**src/rtl/sbg_pkg.sv**
```systemverilog
package sbg_pkg;

   typedef enum logic [2:0] {
      CMD_NOP   = 3'd0,
      CMD_ACT   = 3'd1,
      CMD_RD    = 3'd2,
      CMD_WR    = 3'd3,
      CMD_PRE   = 3'd4,
      CMD_BST   = 3'd5,
      CMD_OTHER = 3'd6
   } cmd_e;

   typedef enum logic [2:0] {
      ERR_NONE  = 3'd0,
      ERR_EARLY = 3'd1,
      ERR_IDLE  = 3'd2,
      ERR_ROW   = 3'd3,
      ERR_BUSY  = 3'd4
   } err_e;

   // Map pin levels {ras_n, cas_n, we_n} to a command
   function automatic cmd_e pins_to_cmd(input logic ras_n, input logic cas_n,
                                        input logic we_n);
      cmd_e c;
      case ({ras_n, cas_n, we_n})
         3'b111:  c = CMD_NOP;
         3'b011:  c = CMD_ACT;
         3'b101:  c = CMD_RD;
         3'b100:  c = CMD_WR;
         3'b010:  c = CMD_PRE;
         3'b110:  c = CMD_BST;
         default: c = CMD_OTHER;
      endcase
      return c;
   endfunction

endpackage

```
**src/rtl/sbg_cmd_decode.sv**
```systemverilog
module sbg_cmd_decode
   import sbg_pkg::*;
(
   input  logic clk,
   input  logic rst_n,
   input  logic ras_n,
   input  logic cas_n,
   input  logic we_n,
   output cmd_e cmd,
   output logic stb_act,
   output logic stb_rd,
   output logic stb_wr,
   output logic stb_pre,
   output logic stb_bst
);

   always_comb cmd = pins_to_cmd(ras_n, cas_n, we_n);

   always_ff @(posedge clk or negedge rst_n) begin
      if (!rst_n) begin
         stb_act <= 1'b0;
         stb_rd  <= 1'b0;
         stb_wr  <= 1'b0;
         stb_pre <= 1'b0;
         stb_bst <= 1'b0;
      end else begin
         stb_act <= (cmd == CMD_ACT);
         stb_rd  <= (cmd == CMD_RD);
         stb_wr  <= (cmd == CMD_WR);
         stb_pre <= (cmd == CMD_PRE);
         stb_bst <= (cmd == CMD_BST);
      end
   end

endmodule

```
**src/rtl/sbg_bank_track.sv**
```systemverilog
module sbg_bank_track #(
   parameter int ROW_W = 11,
   parameter int CNT_W = 3
) (
   input  logic             clk,
   input  logic             rst_n,
   input  logic             act_go,
   input  logic             pre_go,
   input  logic [ROW_W-1:0] act_row,
   output logic             active,
   output logic [ROW_W-1:0] row_q,
   output logic [CNT_W-1:0] elapsed
);

   localparam logic [CNT_W-1:0] CNT_MAX = {CNT_W{1'b1}};
   localparam logic [CNT_W-1:0] CNT_ONE = CNT_W'(1);

   always_ff @(posedge clk or negedge rst_n) begin
      if (!rst_n) begin
         active  <= 1'b0;
         row_q   <= '0;
         elapsed <= '0;
      end else if (act_go) begin
         active  <= 1'b1;
         row_q   <= act_row;
         elapsed <= CNT_ONE;
      end else if (pre_go) begin
         active  <= 1'b0;
         row_q   <= '0;
         elapsed <= '0;
      end else if (active && (elapsed != CNT_MAX)) begin
         elapsed <= elapsed + CNT_ONE;
      end
   end

endmodule

```
**src/rtl/sbg_rule_check.sv**
```systemverilog
module sbg_rule_check
   import sbg_pkg::*;
#(
   parameter int BANKS = 2,
   parameter int ROW_W = 11,
   parameter int CNT_W = 3,
   localparam int BANK_W = (BANKS > 1) ? $clog2(BANKS) : 1
) (
   input  cmd_e                   cmd,
   input  logic [BANK_W-1:0]      bank,
   input  logic [ROW_W-1:0]       row,
   input  logic [CNT_W-1:0]       trcd,
   input  logic [BANKS-1:0]       active,
   input  logic [BANKS*ROW_W-1:0] rows_flat,
   input  logic [BANKS*CNT_W-1:0] elapsed_flat,
   output err_e                   code
);

   logic             sel_active;
   logic [ROW_W-1:0] sel_row;
   logic [CNT_W-1:0] sel_elapsed;

   always_comb begin
      sel_active  = active[bank];
      sel_row     = rows_flat[bank*ROW_W +: ROW_W];
      sel_elapsed = elapsed_flat[bank*CNT_W +: CNT_W];
   end

   always_comb begin
      code = ERR_NONE;
      case (cmd)
         CMD_RD, CMD_WR: begin
            if (!sel_active)              code = ERR_IDLE;
            else if (sel_row != row)      code = ERR_ROW;
            else if (sel_elapsed < trcd)  code = ERR_EARLY;
         end
         CMD_ACT: begin
            if (sel_active)               code = ERR_BUSY;
         end
         default: code = ERR_NONE;
      endcase
   end

endmodule

```
**src/rtl/sdram_bank_guard.sv**
```systemverilog
module sdram_bank_guard
   import sbg_pkg::*;
#(
   parameter int BANKS = 2,
   parameter int ROW_W = 11,
   parameter int CNT_W = 3,
   localparam int BANK_W = (BANKS > 1) ? $clog2(BANKS) : 1
) (
   input  logic                   clk,
   input  logic                   rst_n,
   input  logic                   cmd_ras_n,
   input  logic                   cmd_cas_n,
   input  logic                   cmd_we_n,
   input  logic [BANK_W-1:0]      cmd_bank,
   input  logic [ROW_W-1:0]       cmd_row,
   input  logic [CNT_W-1:0]       trcd_cfg,
   output logic                   stb_act,
   output logic                   stb_rd,
   output logic                   stb_wr,
   output logic                   stb_pre,
   output logic                   stb_bst,
   output logic [BANKS-1:0]       bank_active,
   output logic [BANKS*ROW_W-1:0] open_row,
   output logic                   err_flag,
   output logic [2:0]             err_code,
   output logic [BANK_W-1:0]      err_bank
);

   // Elaboration-time parameter checks
   if (BANKS < 2 || (BANKS & (BANKS - 1)) != 0) begin : g_bad_banks
      $error("BANKS must be a power of two, at least 2");
   end
   if (ROW_W < 1) begin : g_bad_row
      $error("ROW_W must be at least 1");
   end
   if (CNT_W < 3) begin : g_bad_cnt
      $error("CNT_W must hold a delay of 7");
   end

   cmd_e                   cmd;
   err_e                   code;
   logic [BANKS*CNT_W-1:0] elapsed_flat;

   sbg_cmd_decode u_dec (
      .clk     (clk),
      .rst_n   (rst_n),
      .ras_n   (cmd_ras_n),
      .cas_n   (cmd_cas_n),
      .we_n    (cmd_we_n),
      .cmd     (cmd),
      .stb_act (stb_act),
      .stb_rd  (stb_rd),
      .stb_wr  (stb_wr),
      .stb_pre (stb_pre),
      .stb_bst (stb_bst)
   );

   for (genvar gi = 0; gi < BANKS; gi++) begin : g_bank
      logic hit, act_go, pre_go;
      always_comb begin
         hit    = (cmd_bank == BANK_W'(gi));
         act_go = hit && (cmd == CMD_ACT) && !bank_active[gi];
         pre_go = hit && (cmd == CMD_PRE);
      end
      sbg_bank_track #(.ROW_W(ROW_W), .CNT_W(CNT_W)) u_trk (
         .clk     (clk),
         .rst_n   (rst_n),
         .act_go  (act_go),
         .pre_go  (pre_go),
         .act_row (cmd_row),
         .active  (bank_active[gi]),
         .row_q   (open_row[gi*ROW_W +: ROW_W]),
         .elapsed (elapsed_flat[gi*CNT_W +: CNT_W])
      );
   end

   sbg_rule_check #(.BANKS(BANKS), .ROW_W(ROW_W), .CNT_W(CNT_W)) u_rule (
      .cmd          (cmd),
      .bank         (cmd_bank),
      .row          (cmd_row),
      .trcd         (trcd_cfg),
      .active       (bank_active),
      .rows_flat    (open_row),
      .elapsed_flat (elapsed_flat),
      .code         (code)
   );

   always_ff @(posedge clk or negedge rst_n) begin
      if (!rst_n) begin
         err_flag <= 1'b0;
         err_code <= 3'd0;
         err_bank <= '0;
      end else begin
         err_flag <= (code != ERR_NONE);
         err_code <= code;
         err_bank <= (code != ERR_NONE) ? cmd_bank : '0;
      end
   end

endmodule

```
**config.mk**
```make
export PLATFORM = sky130hd
export DESIGN_NAME = sdram_bank_guard
export DESIGN_NICKNAME = d
export VERILOG_FILES = /design/src/rtl/sbg_pkg.sv /design/src/rtl/sbg_cmd_decode.sv /design/src/rtl/sbg_bank_track.sv /design/src/rtl/sbg_rule_check.sv /design/src/rtl/sdram_bank_guard.sv
export SDC_FILE = /design/constraint.sdc
export NUM_CORES = 1
export LEC_CHECK = 0
export ABC_AREA = 1
export ABC_CLOCK_PERIOD_IN_PS = 1500
export BUFFER_PORTS_ARGS = -buffer_cell sky130_fd_sc_hd__clkbuf_2
export CAP_MARGIN = 0
export CORE_MARGIN = 2
export CORE_UTILIZATION = 30
export CTS_BUF_LIST = sky130_fd_sc_hd__clkbuf_8
export CTS_CLUSTER_DIAMETER = 50
export DETAILED_ROUTE_END_ITERATION = 6
export PLACE_DENSITY = 0.49
export SLEW_MARGIN = 0
export SYNTH_ARGS = -nofsm -noshare
export SYNTH_HDL_FRONTEND = slang
export SYNTH_SLANG_ARGS = --single-unit
```
**constraint.sdc**
```tcl
create_clock -name clk -period 1.5 [get_ports clk]
set_input_delay 0.15 -clock clk [delete_from_list [all_inputs] [get_ports clk]]
set_output_delay 0.15 -clock clk [all_outputs]
set_load 0.01 [all_outputs]
```
## Word level (Yosys, flattened, before mapping)

Index checks and enable logic that the tools add are counted.

- Bits of input ports: 20
- Word-level logic and storage cells: 76
- Register bits: 40
- Output and inout port bits: 34

- Magnitude comparators: 2
- Multipliers: 2
- Muxes and demuxes: 23
- Reduce and logical (&&, ||, !) cells: 16
- Eq/ne operators: 14
- Add/sub/neg operators: 2
- Bitwise gates (word level): 1
- Shifts and indexed selects: 2

Operator list:

| cell | number |
|---|---|
| 11-bit two-way mux | 4 |
| 3-bit two-way mux | 9 |
| 22-bit by 6-bit variable part select with 11-bit output | 1 |
| 3-bit equality test, second input constant | 6 |
| 3-bit one-hot mux with 6 select lines | 1 |
| 3-bit by 2-bit equality test with 1-bit output, second input constant | 4 |
| 11-bit != test | 1 |
| 3-bit nonzero test | 3 |
| 1-bit logical AND | 8 |
| 1-bit two-way mux | 8 |
| 3-bit by 1-bit adder with 3-bit output, second input constant | 2 |
| 3-bit != test, second input constant | 2 |
| 3-bit one-hot mux with 2 select lines | 1 |
| 6-bit by 4-bit variable part select with 3-bit output | 1 |
| 1-bit by 4-bit multiplier with 5-bit output, second input constant | 1 |
| 2-bit nonzero test | 2 |
| 3-bit by 1-bit equality test with 1-bit output, second input constant | 1 |
| 3-bit less-than comparator | 1 |
| 1-bit by 2-bit multiplier with 3-bit output, second input constant | 1 |
| 1-bit zero test | 2 |
| 1-bit by 2-bit less-than comparator with 1-bit output, second input constant | 1 |
| 2-bit OR reduction | 1 |
| 1-bit inverter | 1 |

## Longest topological paths before layout

- Word-level depth: 9
- Mapped depth: 14

## Hierarchy

A second synthesis with hierarchy kept.

- Cells, all modules: 300
- Area total of the unflattened synthesis: 2188.3 um^2

Modules (own cells, without submodules):

| module | area an instance (um^2) | instances | cells each |
|---|---|---|---|
| sbg_bank_track | 624.3 | 2 | 70 |
| sbg_rule_check | 551.8 | 1 | 117 |
| sbg_cmd_decode | 193.9 | 1 | 21 |
| sdram_bank_guard | 193.9 | 1 | 22 |

## Least setup slack after synthesis

No wires, ideal clock.

- Path type: input to register
- From: input cmd_bank
- To: register err_bank
- Stages on the path: 13
- Path slack: 0.171 ns
- Data required time: 1.438 ns
- Setup time: 0.062 ns
- Data arrival time: 1.266 ns
- Path through: buf_6 -> inv_8 -> buf_12 -> nand2_1 -> nand2_1 -> ha_1 -> a21oi_1 -> nand2_1 -> nand3_1 -> nand2_2 -> nand3_2 -> nand2_1 -> inv_1

- Longest elaborated chain between the ends: 9
- Elaborated cells between the ends (all ways): 15
- Classes of those cells: mul: 2; order compare: 1; eq/ne: 1; shift: 2; mux: 8; reduce/logical: 1

Ends and longest elaborated chain:

| what | RTL line | RTL |
|---|---|---|
| from (decl) | sdram_bank_guard.sv:14 | `input logic [BANK_W-1:0] cmd_bank,` |
| parallel branches: the longest is 8 deep, another holds 1-bit by 4-bit multiplier with 5-bit output | - |  |
| 1-bit two-way mux * | sdram_bank_guard.sv:96 | `err_bank <= (code != ERR_NONE) ? cmd_bank : '0;` |
| to (signal assigned) | sdram_bank_guard.sv:96 |  |
| to (decl) | sdram_bank_guard.sv:26 | `output logic [BANK_W-1:0] err_bank` |

Every way passes the cells marked *. The select of a mux whose other input is x is not followed.
A chain may end at the register's enable or synchronous reset.

## Final worst setup path

- From: register g_bank[1].u_trk.row_q[1]
- To: register err_bank

- Longest elaborated chain between the ends: 7

Ends and longest elaborated chain:

| what | RTL line | RTL |
|---|---|---|
| from (decl) | sbg_bank_track.sv:11 | `output logic [ROW_W-1:0] row_q,` |
| from (signal assigned) | sbg_bank_track.sv:25 | `row_q <= act_row;` |
| 22-bit by 6-bit variable part select with 11-bit output | sbg_rule_check.sv:25 | `sel_row = rows_flat[bank*ROW_W +: ROW_W];` |
| 11-bit != test | sbg_rule_check.sv:34 | `else if (sel_row != row) code = ERR_ROW;` |
| 3-bit two-way mux | sbg_rule_check.sv:34 |  |
| 3-bit two-way mux | sbg_rule_check.sv:33 | `if (!sel_active) code = ERR_IDLE;` |
| 3-bit one-hot mux with 2 select lines | sbg_rule_check.sv:31 | `case (cmd)` |
| 3-bit nonzero test | sdram_bank_guard.sv:96 |  |
| 1-bit two-way mux | sdram_bank_guard.sv:96 |  |

No other way between the ends.

==> impl_metrics.yaml <==
outcome:
  outcome: "finished, final reports clean"
clocking:
  clk_pin_slew_ns: 0.08
  clock-sinks: 40
  clk_latency_ns: 0.29
  htree_levels: 2
  root_buffer: "clkbuf_8"
  cts_buffer_depth: 2
  cts_made_buffers: 5
  cts_tree: "built"
sta:
  fin_crit_sh: 0.949
  fin_crit_ns: 1.42
  setup_viol: 0
  finalHoldViolations: 0
  relSlewSlack: 0.665
  drv_slew: 0
  max_freq_mhz: 703
  skew_ns: 0.00726
  rsz0062_at_grt: "true"
  worst_slew_pin_slew_ns: 0.502
synth:
  ys_warn_count: 0
  avgSynthCellArea_um2: 8.12
  yosys.area.top_type_share: 0.478
  synth_top_cell_by_area: "dfrtp_1"
  synthesis.area_um2: 2100
  syn_nets: 284
  synthCells: 258
  yosys-top-cells-area: "dfrtp_1, nand2_1, inv_1, o22ai_1, ha_1"
  yosysSeqAreaShare: 0.478
  synth_cell_type_count: 28
  synth_seq_cells: 40
final_layout:
  antenna_cells: 0
  syn2layout_area_growth_pct: 29.3
  final_common_cell: "nand2_1"
  seq_area_um2: 1000
  post-route-util: 0.399
  layout.nets: 354
  layout_common_cells: "nand2_1, clkbuf_2, inv_1, dfrtp_1, buf_4"
  multi_input_area_um2: 843
  fillCellCount: 704
  drive_above_1_share: 0.313
placed_design:
  gp_congestion: 0.850
  io_buffers: 53
  dp_hpwl_mm: 4.02
power_and_ir_drop:
  power.total_w: 0.00362
  cellLeakagePower_nw: 1.52
  vdd_ir_drop_max_mv: 0.443
  pwr_density_cell_nw_per_um2: 1330
worst_setup_path:
  crit_family: "simple AND/OR/NAND/NOR gates"
  worstPathArrival_ns: 1.61
  crit_type: "flip-flop to flip-flop"
  crit_chain: "inv_2, nand2_1, nand3_1, nand2_1, nor2_1, nand2_1, nor2_2, nand3_1, nand2_2, nand3_2, nand2_1, inv_1"
  cpPeakStageDelay_ns: 0.40
  worst_setup_path_start_kind: "flip-flop"
  end_kind: "flip-flop"
  critPathMostFrequentCell: "nand2_1"
  crit_required_ns: 1.69
  cp_max_fo: 2
  cp_slowest_cell: "dfrtp_1"
  critPathBufInv: 2
global_route:
  grt_pass1_vias: 1782
  grt.total_usage: 0.146
  grt_pass1_wl_mm: 8.58
  grt_max_degree: 24
  antenna_found_initial: 0
  overflow: 0
drt:
  dr.pass1.iters: 4
  vias: 1887
  drt_iter0_drc: 159
  vias_per_cell: 4.44
  wl_per_cell_um: 12.6
  ant_nets: 0
  route.detailed.drc: 0
  wl_mm: 5.35
floorplan:
  io_pins: 54
  die_h_um: 87.6
  core_um2: 6790
  die_x_um: 87.6
  start_util: 0.308
  die_area_um2: 7670
  fp-row-count: 30
job:
  max_cap_violations: 0
min_path:
  hold_path.class: "input port to flip-flop"
## Yosys cell counts
cell type and n:
or2_2 1, dfrtp_1 40, o22ai_1 15, nor2_2 1, nor2_4 1, clkbuf_8 1
buf_2 2, buf_12 2, o21ai_0 11, nor3_2 1, o21ai_2 2, xnor2_1 1
clkbuf_1 1, ha_1 6, nor3_1 2, buf_6 1, nand2_2 7, xor2_1 1
buf_4 2, nand3_2 1, inv_8 1, a21oi_1 5, inv_1 46, nand3_1 13
nand2_1 73, o21ai_1 2, o211ai_1 4, nor2_1 15
## final timing paths
path	from	end	slack, ns	cells past startpoint
max	g_bank[1].u_trk.row_q[1]	err_bank	0.08	12
min	cmd_we_n	u_dec.stb_wr	0.05	2
max reg2reg	g_bank[1].u_trk.row_q[1]	err_bank	0.08	12
min reg2reg	g_bank[1].u_trk.row_q[10]	g_bank[1].u_trk.row_q[10]	0.52	2
max in group asynchronous	rst_n	err_flag	0.65	3
min in group asynchronous	rst_n	g_bank[1].u_trk.row_q[5]	0.35	2
## per-layer routing
layer,GRT usage,part of all wire
met5,0,0
met4,0.0503,0.019
met3,0.0386,0.064
met2,0.213,0.45
met1,0.210,0.47
## final cells by class
class,count,area share
clock inverter,1,0.0111
multi-input combinational,162,0.311
tap,96,0.0443
clock buffer,7,0.0355
sequential,40,0.369
timing repair buffer,72,0.161
inverter,47,0.0679
## repair_timing
action / CTS / global route
setup buffers: 0 / 8
resized for setup: 0 / 9
setup endpoints to repair: 0 / 2
hold buffers: 1 / 0
hold endpoints to repair: 17 / 0
## cells by family after synthesis
kind of cell | Yosys count | synth area share
xor+xnor | 2 | 0.00836
fa+ha+maj | 6 | 0.0358
flops | 40 | 0.478
simple gates | 115 | 0.235
compound gates | 39 | 0.110
buf+inv | 56 | 0.133
## worst register-to-register path: stages, from the launching register on
cell and delay [ns]:
dfrtp_1 0.40, inv_2 0.06, nand2_1 0.05, nand3_1 0.08, nand2_1 0.05, nor2_1 0.10
nand2_1 0.08, nor2_2 0.14, nand3_1 0.10, nand2_2 0.09, nand3_2 0.06, nand2_1 0.06
inv_1 0.04
## sequential cells by signal (all words and copies together) (netlist names)
name                  flops
u_dec.stb_act             1
g_bank.u_trk.row_q       22
u_dec.stb_pre             1
err_bank                  1
u_dec.stb_wr              1
u_dec.stb_bst             1
g_bank.u_trk.active       2
err_code                  3
err_flag                  1
u_dec.stb_rd              1
g_bank.u_trk.elapsed      6
## metrics by stage
stage | area, um^2 | TNS, ns | worst slack (ns) | hold WS (ns) | cells
after floorplan | 2100 | 0 | 0.171 | -0.146 | 258
after global placement | 2490 | 0 | 0.00970 | 0.143 | 408
after detailed placement | 2490 | -0.0317 | -0.0317 | 0.141 | 408
after CTS | 2620 | 0 | 0.0524 | 0.0432 | 417
after global routing | 2710 | -0.0456 | -0.0456 | 0.0422 | 425
final | 2710 | 0 | 0.0771 | 0.0464 | 425
## report_power, final
part | switching, W | internal, W | total, W
sequential | 0.000188 | 0.00131 | 0.00150
clock | 0.000386 | 0.000587 | 0.000974
combinational | 0.000631 | 0.000513 | 0.00114
(Power assumes the default switching activity.)
